<file path="config.mk">
export PLATFORM = sky130hd
export DESIGN_NAME = pscan_seq
export DESIGN_NICKNAME = d
export VERILOG_FILES = /design/src/rtl/pscan_pkg.sv /design/src/rtl/pscan_ctrl.sv /design/src/rtl/pscan_chain.sv /design/src/rtl/pscan_hold_reg.sv /design/src/rtl/pscan_seq.sv
export SDC_FILE = /design/constraint.sdc
export NUM_CORES = 1
export LEC_CHECK = 0
export BUFFER_PORTS_ARGS = -buffer_cell sky130_fd_sc_hd__buf_4
export CORE_MARGIN = 2
export CORE_UTILIZATION = 57
export DETAILED_ROUTE_END_ITERATION = 16
export HOLD_SLACK_MARGIN = 0.03
export PLACE_DENSITY = 0.91
export SYNTH_ARGS = -nofsm -noshare
export SYNTH_HDL_FRONTEND = slang
export SYNTH_HIERARCHICAL = 1
export SYNTH_SLANG_ARGS = --single-unit
</file>
<file path="constraint.sdc">
create_clock -name clk -period 2.9 [get_ports clk]
set_input_delay 0.29 -clock clk [delete_from_list [all_inputs] [get_ports clk]]
set_output_delay 0.29 -clock clk [all_outputs]
set_load 0.05 [all_outputs]
</file>
<file path="src/rtl/pscan_pkg.sv">
package pscan_pkg;
   typedef enum logic [2:0] {
      PS_IDLE,
      PS_FLUSH,
      PS_LOAD,
      PS_CAPT,
      PS_DRAIN,
      PS_DONE
   } pscan_state_e;
endpackage

</file>
<file path="src/rtl/pscan_ctrl.sv">
module pscan_ctrl
   import pscan_pkg::*;
#(
   parameter int CHAIN_LEN = 8,
   parameter int VEC_W     = 4,
   parameter int CYC_W     = 16
) (
   input  logic             clk,
   input  logic             rst_n,
   input  logic             start,
   input  logic [VEC_W-1:0] vec_count,
   output logic             scan_mode,
   output logic             scan_clk_en,
   output logic             core_clk_en,
   output logic             flush_on,
   output logic             flush_bit,
   output logic             done,
   output logic [CYC_W-1:0] cyc_count
);
   localparam int FLUSH_LEN = CHAIN_LEN + 4;
   localparam int PH_W      = $clog2(FLUSH_LEN + 1);
   localparam logic [PH_W-1:0] PH_FLUSH_END = PH_W'(FLUSH_LEN - 1);
   localparam logic [PH_W-1:0] PH_SHIFT_END = PH_W'(CHAIN_LEN - 1);

   pscan_state_e     st_q;
   logic [PH_W-1:0]  ph_q;
   logic [VEC_W-1:0] vleft_q;
   logic [CYC_W-1:0] cyc_q;
   logic             running;

   assign running = (st_q != PS_IDLE) && (st_q != PS_DONE);

   always_ff @(posedge clk or negedge rst_n) begin
      if (!rst_n) begin
         st_q    <= PS_IDLE;
         ph_q    <= '0;
         vleft_q <= '0;
         cyc_q   <= '0;
      end else begin
         if (running) cyc_q <= cyc_q + CYC_W'(1);
         unique case (st_q)
            PS_IDLE, PS_DONE: begin
               if (start) begin
                  st_q    <= PS_FLUSH;
                  ph_q    <= '0;
                  vleft_q <= vec_count;
                  cyc_q   <= '0;
               end
            end
            PS_FLUSH: begin
               if (ph_q == PH_FLUSH_END) begin
                  ph_q <= '0;
                  st_q <= (vleft_q != '0) ? PS_LOAD : PS_DRAIN;
               end else begin
                  ph_q <= ph_q + PH_W'(1);
               end
            end
            PS_LOAD: begin
               if (ph_q == PH_SHIFT_END) begin
                  ph_q <= '0;
                  st_q <= PS_CAPT;
               end else begin
                  ph_q <= ph_q + PH_W'(1);
               end
            end
            PS_CAPT: begin
               vleft_q <= vleft_q - VEC_W'(1);
               st_q    <= (vleft_q == VEC_W'(1)) ? PS_DRAIN : PS_LOAD;
            end
            PS_DRAIN: begin
               if (ph_q == PH_SHIFT_END) begin
                  ph_q <= '0;
                  st_q <= PS_DONE;
               end else begin
                  ph_q <= ph_q + PH_W'(1);
               end
            end
            default: st_q <= PS_IDLE;
         endcase
      end
   end

   always_comb begin
      scan_mode   = 1'b0;
      scan_clk_en = 1'b1;
      core_clk_en = 1'b1;
      unique case (st_q)
         PS_FLUSH, PS_LOAD, PS_DRAIN: begin
            scan_mode   = 1'b1;
            core_clk_en = 1'b0;
         end
         default: ;
      endcase
   end

   assign flush_on  = (st_q == PS_FLUSH);
   assign flush_bit = ph_q[1];
   assign done      = (st_q == PS_DONE);
   assign cyc_count = cyc_q;
endmodule

</file>
<file path="src/rtl/pscan_chain.sv">
module pscan_chain #(
   parameter int CHAIN_LEN = 8
) (
   input  logic                 clk,
   input  logic                 rst_n,
   input  logic                 clk_en,
   input  logic                 sel_serial,
   input  logic                 ser_in,
   input  logic [CHAIN_LEN-1:0] func_d,
   output logic [CHAIN_LEN-1:0] q,
   output logic                 ser_out
);
   logic [CHAIN_LEN-1:0] shift_src;

   for (genvar i = 0; i < CHAIN_LEN; i++) begin : g_cell
      if (i == 0) begin : g_head
         assign shift_src[i] = ser_in;
      end else begin : g_body
         assign shift_src[i] = q[i-1];
      end

      always_ff @(posedge clk or negedge rst_n) begin
         if (!rst_n)
            q[i] <= 1'b0;
         else if (clk_en)
            q[i] <= sel_serial ? shift_src[i] : func_d[i];
      end
   end

   assign ser_out = q[CHAIN_LEN-1];
endmodule

</file>
<file path="src/rtl/pscan_hold_reg.sv">
module pscan_hold_reg #(
   parameter int W = 4
) (
   input  logic         clk,
   input  logic         rst_n,
   input  logic         clk_en,
   input  logic [W-1:0] d,
   output logic [W-1:0] q
);
   always_ff @(posedge clk or negedge rst_n) begin
      if (!rst_n)
         q <= '0;
      else if (clk_en)
         q <= d;
   end
endmodule

</file>
<file path="src/rtl/pscan_seq.sv">
module pscan_seq #(
   parameter int CHAIN_LEN = 8,
   parameter int CORE_W    = 4,
   parameter int VEC_W     = 4,
   parameter int CYC_W     = 16
) (
   input  logic                 clk,
   input  logic                 rst_n,
   input  logic                 start,
   input  logic [VEC_W-1:0]     vec_count,
   input  logic                 scan_in,
   input  logic [CHAIN_LEN-1:0] func_scan_d,
   input  logic [CORE_W-1:0]    func_core_d,
   output logic                 scan_out,
   output logic [CHAIN_LEN-1:0] scan_q,
   output logic [CORE_W-1:0]    core_q,
   output logic                 scan_mode,
   output logic                 scan_clk_en,
   output logic                 core_clk_en,
   output logic                 done,
   output logic [CYC_W-1:0]     cyc_count
);
   localparam longint MAX_VEC   = (longint'(1) << VEC_W) - 1;
   localparam longint MAX_TOTAL = (MAX_VEC + 2) * CHAIN_LEN + MAX_VEC + 4;

   initial begin
      assert (CHAIN_LEN >= 2) else $error("pscan_seq: CHAIN_LEN must be at least 2");
      assert (CORE_W >= 1) else $error("pscan_seq: CORE_W must be at least 1");
      assert (VEC_W >= 1) else $error("pscan_seq: VEC_W must be at least 1");
      assert (MAX_TOTAL < (longint'(1) << CYC_W))
         else $error("pscan_seq: CYC_W too narrow for the longest test");
   end

   logic flush_on;
   logic flush_bit;
   logic chain_ser;

   pscan_ctrl #(
      .CHAIN_LEN(CHAIN_LEN),
      .VEC_W    (VEC_W),
      .CYC_W    (CYC_W)
   ) ctrl_i (
      .clk        (clk),
      .rst_n      (rst_n),
      .start      (start),
      .vec_count  (vec_count),
      .scan_mode  (scan_mode),
      .scan_clk_en(scan_clk_en),
      .core_clk_en(core_clk_en),
      .flush_on   (flush_on),
      .flush_bit  (flush_bit),
      .done       (done),
      .cyc_count  (cyc_count)
   );

   assign chain_ser = flush_on ? flush_bit : scan_in;

   pscan_chain #(
      .CHAIN_LEN(CHAIN_LEN)
   ) chain_i (
      .clk       (clk),
      .rst_n     (rst_n),
      .clk_en    (scan_clk_en),
      .sel_serial(scan_mode),
      .ser_in    (chain_ser),
      .func_d    (func_scan_d),
      .q         (scan_q),
      .ser_out   (scan_out)
   );

   pscan_hold_reg #(
      .W(CORE_W)
   ) core_i (
      .clk   (clk),
      .rst_n (rst_n),
      .clk_en(core_clk_en),
      .d     (func_core_d),
      .q     (core_q)
   );
endmodule

</file>
## Word-level counts from Yosys, hierarchy flattened

Index checks and enable logic that the tools add are counted.
W data, S select, Z words.

- Latch bits: 0
- Logic and storage cells: 68
- Memories: 0
- Output and inout bits: 33
- Bits in writable memories: 0
- Register bits after elaboration: 39
- ROM bits: 0

- Divide/modulo/power cells: 0
- Reductions and logical operators: 12
- Shifts and indexed selects: 0
- Equality and inequality tests: 13
- Multiplexer cells: 27
- Multipliers: 0
- Order comparisons: 0
- Bitwise gates (word level): 0
- Add/sub/neg operators: 3

Operator list:

| cell | number |
|---|---|
| $mux W16 | 3 |
| $mux W3 | 6 |
| $add A16 B1 Y16 const B | 1 |
| $mux W4 | 4 |
| $pmux W3 S5 | 1 |
| $pmux W4 S3 | 1 |
| $mux W1 | 11 |
| $pmux W4 S2 | 1 |
| $eq A3 B2 Y1 const B | 2 |
| $eq A3 B3 Y1 const B | 2 |
| $ne A2 B1 Y1 const B | 3 |
| $reduce_bool A3 Y1 | 2 |
| $add A4 B1 Y4 const B | 1 |
| $eq A4 B1 Y1 const B | 1 |
| $eq A4 B3 Y1 const B | 1 |
| $eq A4 B4 Y1 const B | 1 |
| $reduce_and A2 Y1 | 2 |
| $reduce_and A4 Y1 | 1 |
| $reduce_bool A4 Y1 | 1 |
| $reduce_or A2 Y1 | 2 |
| $sub A4 B1 Y4 const B | 1 |
| $eq A3 B1 Y1 const B | 1 |
| $logic_not A3 Y1 | 1 |
| $ne A3 B3 Y1 const B | 1 |
| other kinds (4) | 4 |

## Logic depth before layout (Yosys ltp)

- Word-level depth: 5
- Mapped depth: 7

## Hierarchy

Netlist, hierarchy kept.

Modules (own cells, without submodules):

| module | area each (µm²) | sequential area each (µm²) | times used | cells an instance |
|---|---|---|---|---|
| pscan_ctrl | 1572.8 | 675.6 | 1 | 163 |
| pscan_chain | 390.4 | 200.2 | 1 | 36 |
| pscan_hold_reg | 145.1 | 100.1 | 1 | 8 |
| pscan_seq | 15.0 | 0.0 | 1 | 1 |

## Worst setup path before layout

OpenSTA, ideal clock, no wires.

- Path type: register -> register
- From: register ctrl_i.st_q[1]
- To: register core_i.q[0]
- Required time: 2.775 ns
- Buffers on the path: 1
- Period minus slack after synthesis: 2.474 ns
- Cell stages (with the launch flop): 6
- Path slack: 0.426 ns
- Arrival: 2.349 ns
- Cells stage by stage: dfrtp_1 clkbuf_1 nor3b_1 nand2b_1 inv_1 mux2_2

- Cells in the longest elaborated chain, start to end: 2
- Elaborated cells between the ends (all ways): 4
- Classes of those cells: eq/ne: 3; reduce/logical: 1

RTL lines:

| element | RTL line | source |
|---|---|---|
| start, declared | pscan_ctrl.sv:25 | `pscan_state_e st_q;` |
| start signal, assigned | pscan_ctrl.sv:53 | `st_q <= (vleft_q != '0) ? PS_LOAD : PS_DRAIN;` |
| start signal, assigned | pscan_ctrl.sv:68 | `st_q <= (vleft_q == VEC_W'(1)) ? PS_DRAIN : PS_LOAD;` |
| $eq A3 B1 Y1 | -- |  |
| net flush_on | pscan_seq.sv:34 | `logic flush_on;` |
| $reduce_or A3 Y1 | pscan_ctrl.sv:87 | `unique case (st_q)` |
| end signal, assigned | pscan_hold_reg.sv:12 | `q <= '0;` |
| end signal, assigned | pscan_hold_reg.sv:14 | `q <= d;` |
| end, declared | pscan_hold_reg.sv:8 | `output logic [W-1:0] q` |

The timed path passes the listed nets, and every way through them passes these cells.
A chain may end at the register's enable or synchronous reset.

## Worst setup path in the final report

- From: register ctrl_i.st_q[1]
- To: output core_clk_en

- Cells in the longest elaborated chain, start to end: 3
- Elaborated cells between the ends (all ways): 5
- Classes of those cells: eq/ne: 3; mux: 1; reduce/logical: 1

RTL lines:

| element | RTL line | source |
|---|---|---|
| $eq A3 B1 Y1 | -- |  |
| net flush_on | pscan_seq.sv:34 |  |
| $reduce_or A3 Y1 | pscan_ctrl.sv:87 |  |
| $mux W1 | pscan_ctrl.sv:87 |  |
| end, declared | pscan_seq.sv:19 | `output logic core_clk_en,` |

The timed path passes the listed nets, and every way through them passes these cells.

==> results.sh <==
export IMPL_status="completed"
export IMPL_grt_remaining_overflow=0
export IMPL_worstPathCellList="nor3b_1 > nand2b_1 > buf_4 > inv_1 > buf_4"
export IMPL_viasPerCell=5.82
export IMPL_timing_slew_headroom_pct=53.3
export IMPL_cts_sinks=39
export IMPL_globalRouteMet2Util_pct=38.4
export IMPL_use_met3_pct=5.90
export IMPL_syn_area_per_cell_sq_um=10.2
export IMPL_start_kind="flop"
export IMPL_max_freq_mhz=400
export IMPL_row_count=22
export IMPL_area_growth_pct=22.5
export IMPL_fin_crit_sh_pct=86.2
export IMPL_grt_usage_pct=22.5
export IMPL_p_leak_nw=1.19
export IMPL_synth_warnings=6
export IMPL_antenna_found_initial=0
export IMPL_synth_nets=233
export IMPL_fin_setup_tns_ns=0
export IMPL_cts_resized=0
export IMPL_io_buffers=51
export IMPL_async_reset_ff_share_pct=100
export IMPL_rsz0062_at_grt="no"
export IMPL_syn_inst=208
export IMPL_yosys_area_top_type="dfrtp_1"
export IMPL_final_nets=283
export IMPL_die_area_sq_mm=0.00423
export IMPL_synthTopCellsByCount="dfrtp_1, a21oi_1, nor2_1"
export IMPL_synth_distinct_cells=46
export IMPL_dr_pass1_iters=4
export IMPL_placed_cell_area_sq_mm=0.00251
export IMPL_groute_layer_met1_usage_pct=28.1
export IMPL_worstSetupPathType="reg -> out"
export IMPL_gp_congestion=0.784
export IMPL_fin_area_sq_mm=0.00260
export IMPL_n_antenna_cell=0
export IMPL_cp_max_fo=21
export IMPL_ant_nets=0
export IMPL_start_util_pct=58.4
export IMPL_io_pins=53
export IMPL_p_total_mw=3.04
export IMPL_cts_buffers_inserted=5
export IMPL_cts_setup_buffers=0
export IMPL_hpwl_um=3210
export IMPL_worst_pin_slew_ns=0.700
export IMPL_synthesis_area_sq_mm=0.00212
export IMPL_final_core_util_pct=71.6
export IMPL_drt_iter0_drc=104
export IMPL_yosysSeqAreaShare_pct=46.0
export IMPL_top_usage_layer="met2"
export IMPL_drive_gt1_share_pct=28.6
export IMPL_period_minus_slack_ns=2.50
export IMPL_totalWireLength_um=4380
export IMPL_worstSetupEndpointType="primary output"
export IMPL_ir_drop_mv=0.540
export IMPL_yosysMostFrequentCell="dfrtp_1"
export IMPL_cpMaxStageDelayCell="dfrtp_1"
export IMPL_fin_ws_ns=0.401
export IMPL_maxCapViolations=0
export IMPL_grt_pass1_wl_um=7370
export IMPL_drc=0
export IMPL_crit_arrival_ns=2.21
export IMPL_cts_hold_buf=1
export IMPL_final_hold_violation_count=0
export IMPL_crit_path_frequent_cell="buf_4"
export IMPL_wl_per_cell_um=14.3
export IMPL_vias=1786
export IMPL_required_ns=2.61
export IMPL_min_path_type="in -> reg"
export IMPL_ys_ff_latch=39
export IMPL_htreeDepth=2
export IMPL_pre_cts_slack_ns=0.747
export IMPL_n_fill_cell=299
export IMPL_coreArea_sq_mm=0.00363
export IMPL_root_buffer="clkbuf_8"
export IMPL_synth_area_leaders="dfrtp_1, a21oi_1, mux2i_1"
export IMPL_cp_slowest_stage_delay_ns=0.64
export IMPL_finalClockSkew_ns=0.00850
export IMPL_dieHeight_um=65.0
export IMPL_grt_max_degree=40
export IMPL_synth_top_area_share_pct=46.0
export IMPL_power_density_mw_per_mm2=1170
export IMPL_grt_pass1_vias=1664
export IMPL_synth_edf_count=0
export IMPL_slew_violations=0
export IMPL_synth_main_ff_cell="dfrtp_1"
export IMPL_setup_viol=0
export IMPL_fp_dieW_um=65.0
export IMPL_clk_pin_slew_ns=0.07
export IMPL_cts_tree="yes"
export IMPL_clockBufferDepth=2
export IMPL_clk_latency_ns=0.29
## metal layers
| layer | part of all wire [%] | up-vias |
|---|---|---|
| li1 | - | 865 |
| met1 | 41 | 865 |
| met2 | 51 | 48 |
| met3 | 6.2 | 8 |
| met4 | 1.7 | 0 |
| met5 | 0 | - |
## cell usage in the layout (no fill, tap or decap), types with 3 or more instances in the layout
cell type	netlist	routed
inv_1	7	7
buf_4	2	52
ha_1	5	5
or4_1	3	3
nor3b_1	3	3
o211ai_1	4	4
mux2i_1	11	11
o31ai_1	7	7
nand2_1	10	10
nor3_1	4	4
nand3b_1	3	3
nand2b_1	4	4
dfrtp_1	39	39
a21o_1	4	4
nand3_1	6	6
and3_1	3	3
o21ai_0	12	12
clkbuf_8	0	5
mux2_2	7	7
a21oi_1	22	22
nor2_1	13	13
or3_1	5	5
## cells by family after synthesis
group                      Yosys count  synth area share [%]
AOI/OAI and AO/OA                   59                  18.0
adders and majority gates            5                  2.95
and+or+nand+nor                     66                  17.8
muxes                               19                  9.61
buffers and inverters               17                  4.30
DFF                                 39                  46.0
xor gates and xnor gates             2                  1.18
other                                1                 0.177
## stage by stage
| stage | std cells | hold WS (ns) |
|---|---|---|
| after floorplan | 208 | -0.00559 |
| after global placement | 298 | 0.288 |
| after detailed placement | 298 | 0.286 |
| after CTS | 307 | 0.216 |
| after global routing | 307 | 0.216 |
| final | 307 | 0.225 |
## power breakdown
group	switching (mW)	internal, mW
Clock	0.181	0.169
Combinational	1.08	0.632
Sequential	0.244	0.743
Total	1.50	1.54
## worst max-delay path: cells and delay by family, from the launching register on
kind / cells / cell delay (ns)
buf+inv: 3 / 0.55
flops: 1 / 0.64
simple gates: 2 / 0.73
## registers in the layout (all words and copies together), names as in the netlist
register / count
chain_i/q: 7
chain_i/ser_out: 1
core_i/q: 4
ctrl_i/cyc_count: 16
ctrl_i/ph_q: 4
ctrl_i/st_q: 3
ctrl_i/vleft_q: 4
## area by class of cell
class	count	area [sq um]	area share (%)
tap	48	60.1	2.31
timing repair buffer	53	400	15.4
sequential	39	976	37.5
multi-input combinational	152	1060	40.6
clock inverter	1	5.00	0.192
clock buffer	7	76.3	2.94
inverter	7	26.3	1.01
## final timing paths
kind | slack [ns] | end | from | cells past startpoint
worst min-delay path | 0.22 | ctrl_i/vleft_q[3] | vec_count[3] | 3
worst min register to register | 0.51 | ctrl_i/cyc_count[6] | ctrl_i/cyc_count[6] | 1
worst max-delay path | 0.40 | core_clk_en | ctrl_i/st_q[1] | 5
min in group asynchronous | 0.50 | ctrl_i/cyc_count[6] | rst_n | 2
worst max register to register | 0.78 | core_i/q[1] | ctrl_i/st_q[1] | 5
max in group asynchronous | 2.05 | ctrl_i/vleft_q[0] | rst_n | 2
Power figures use the tool's default switching activity.
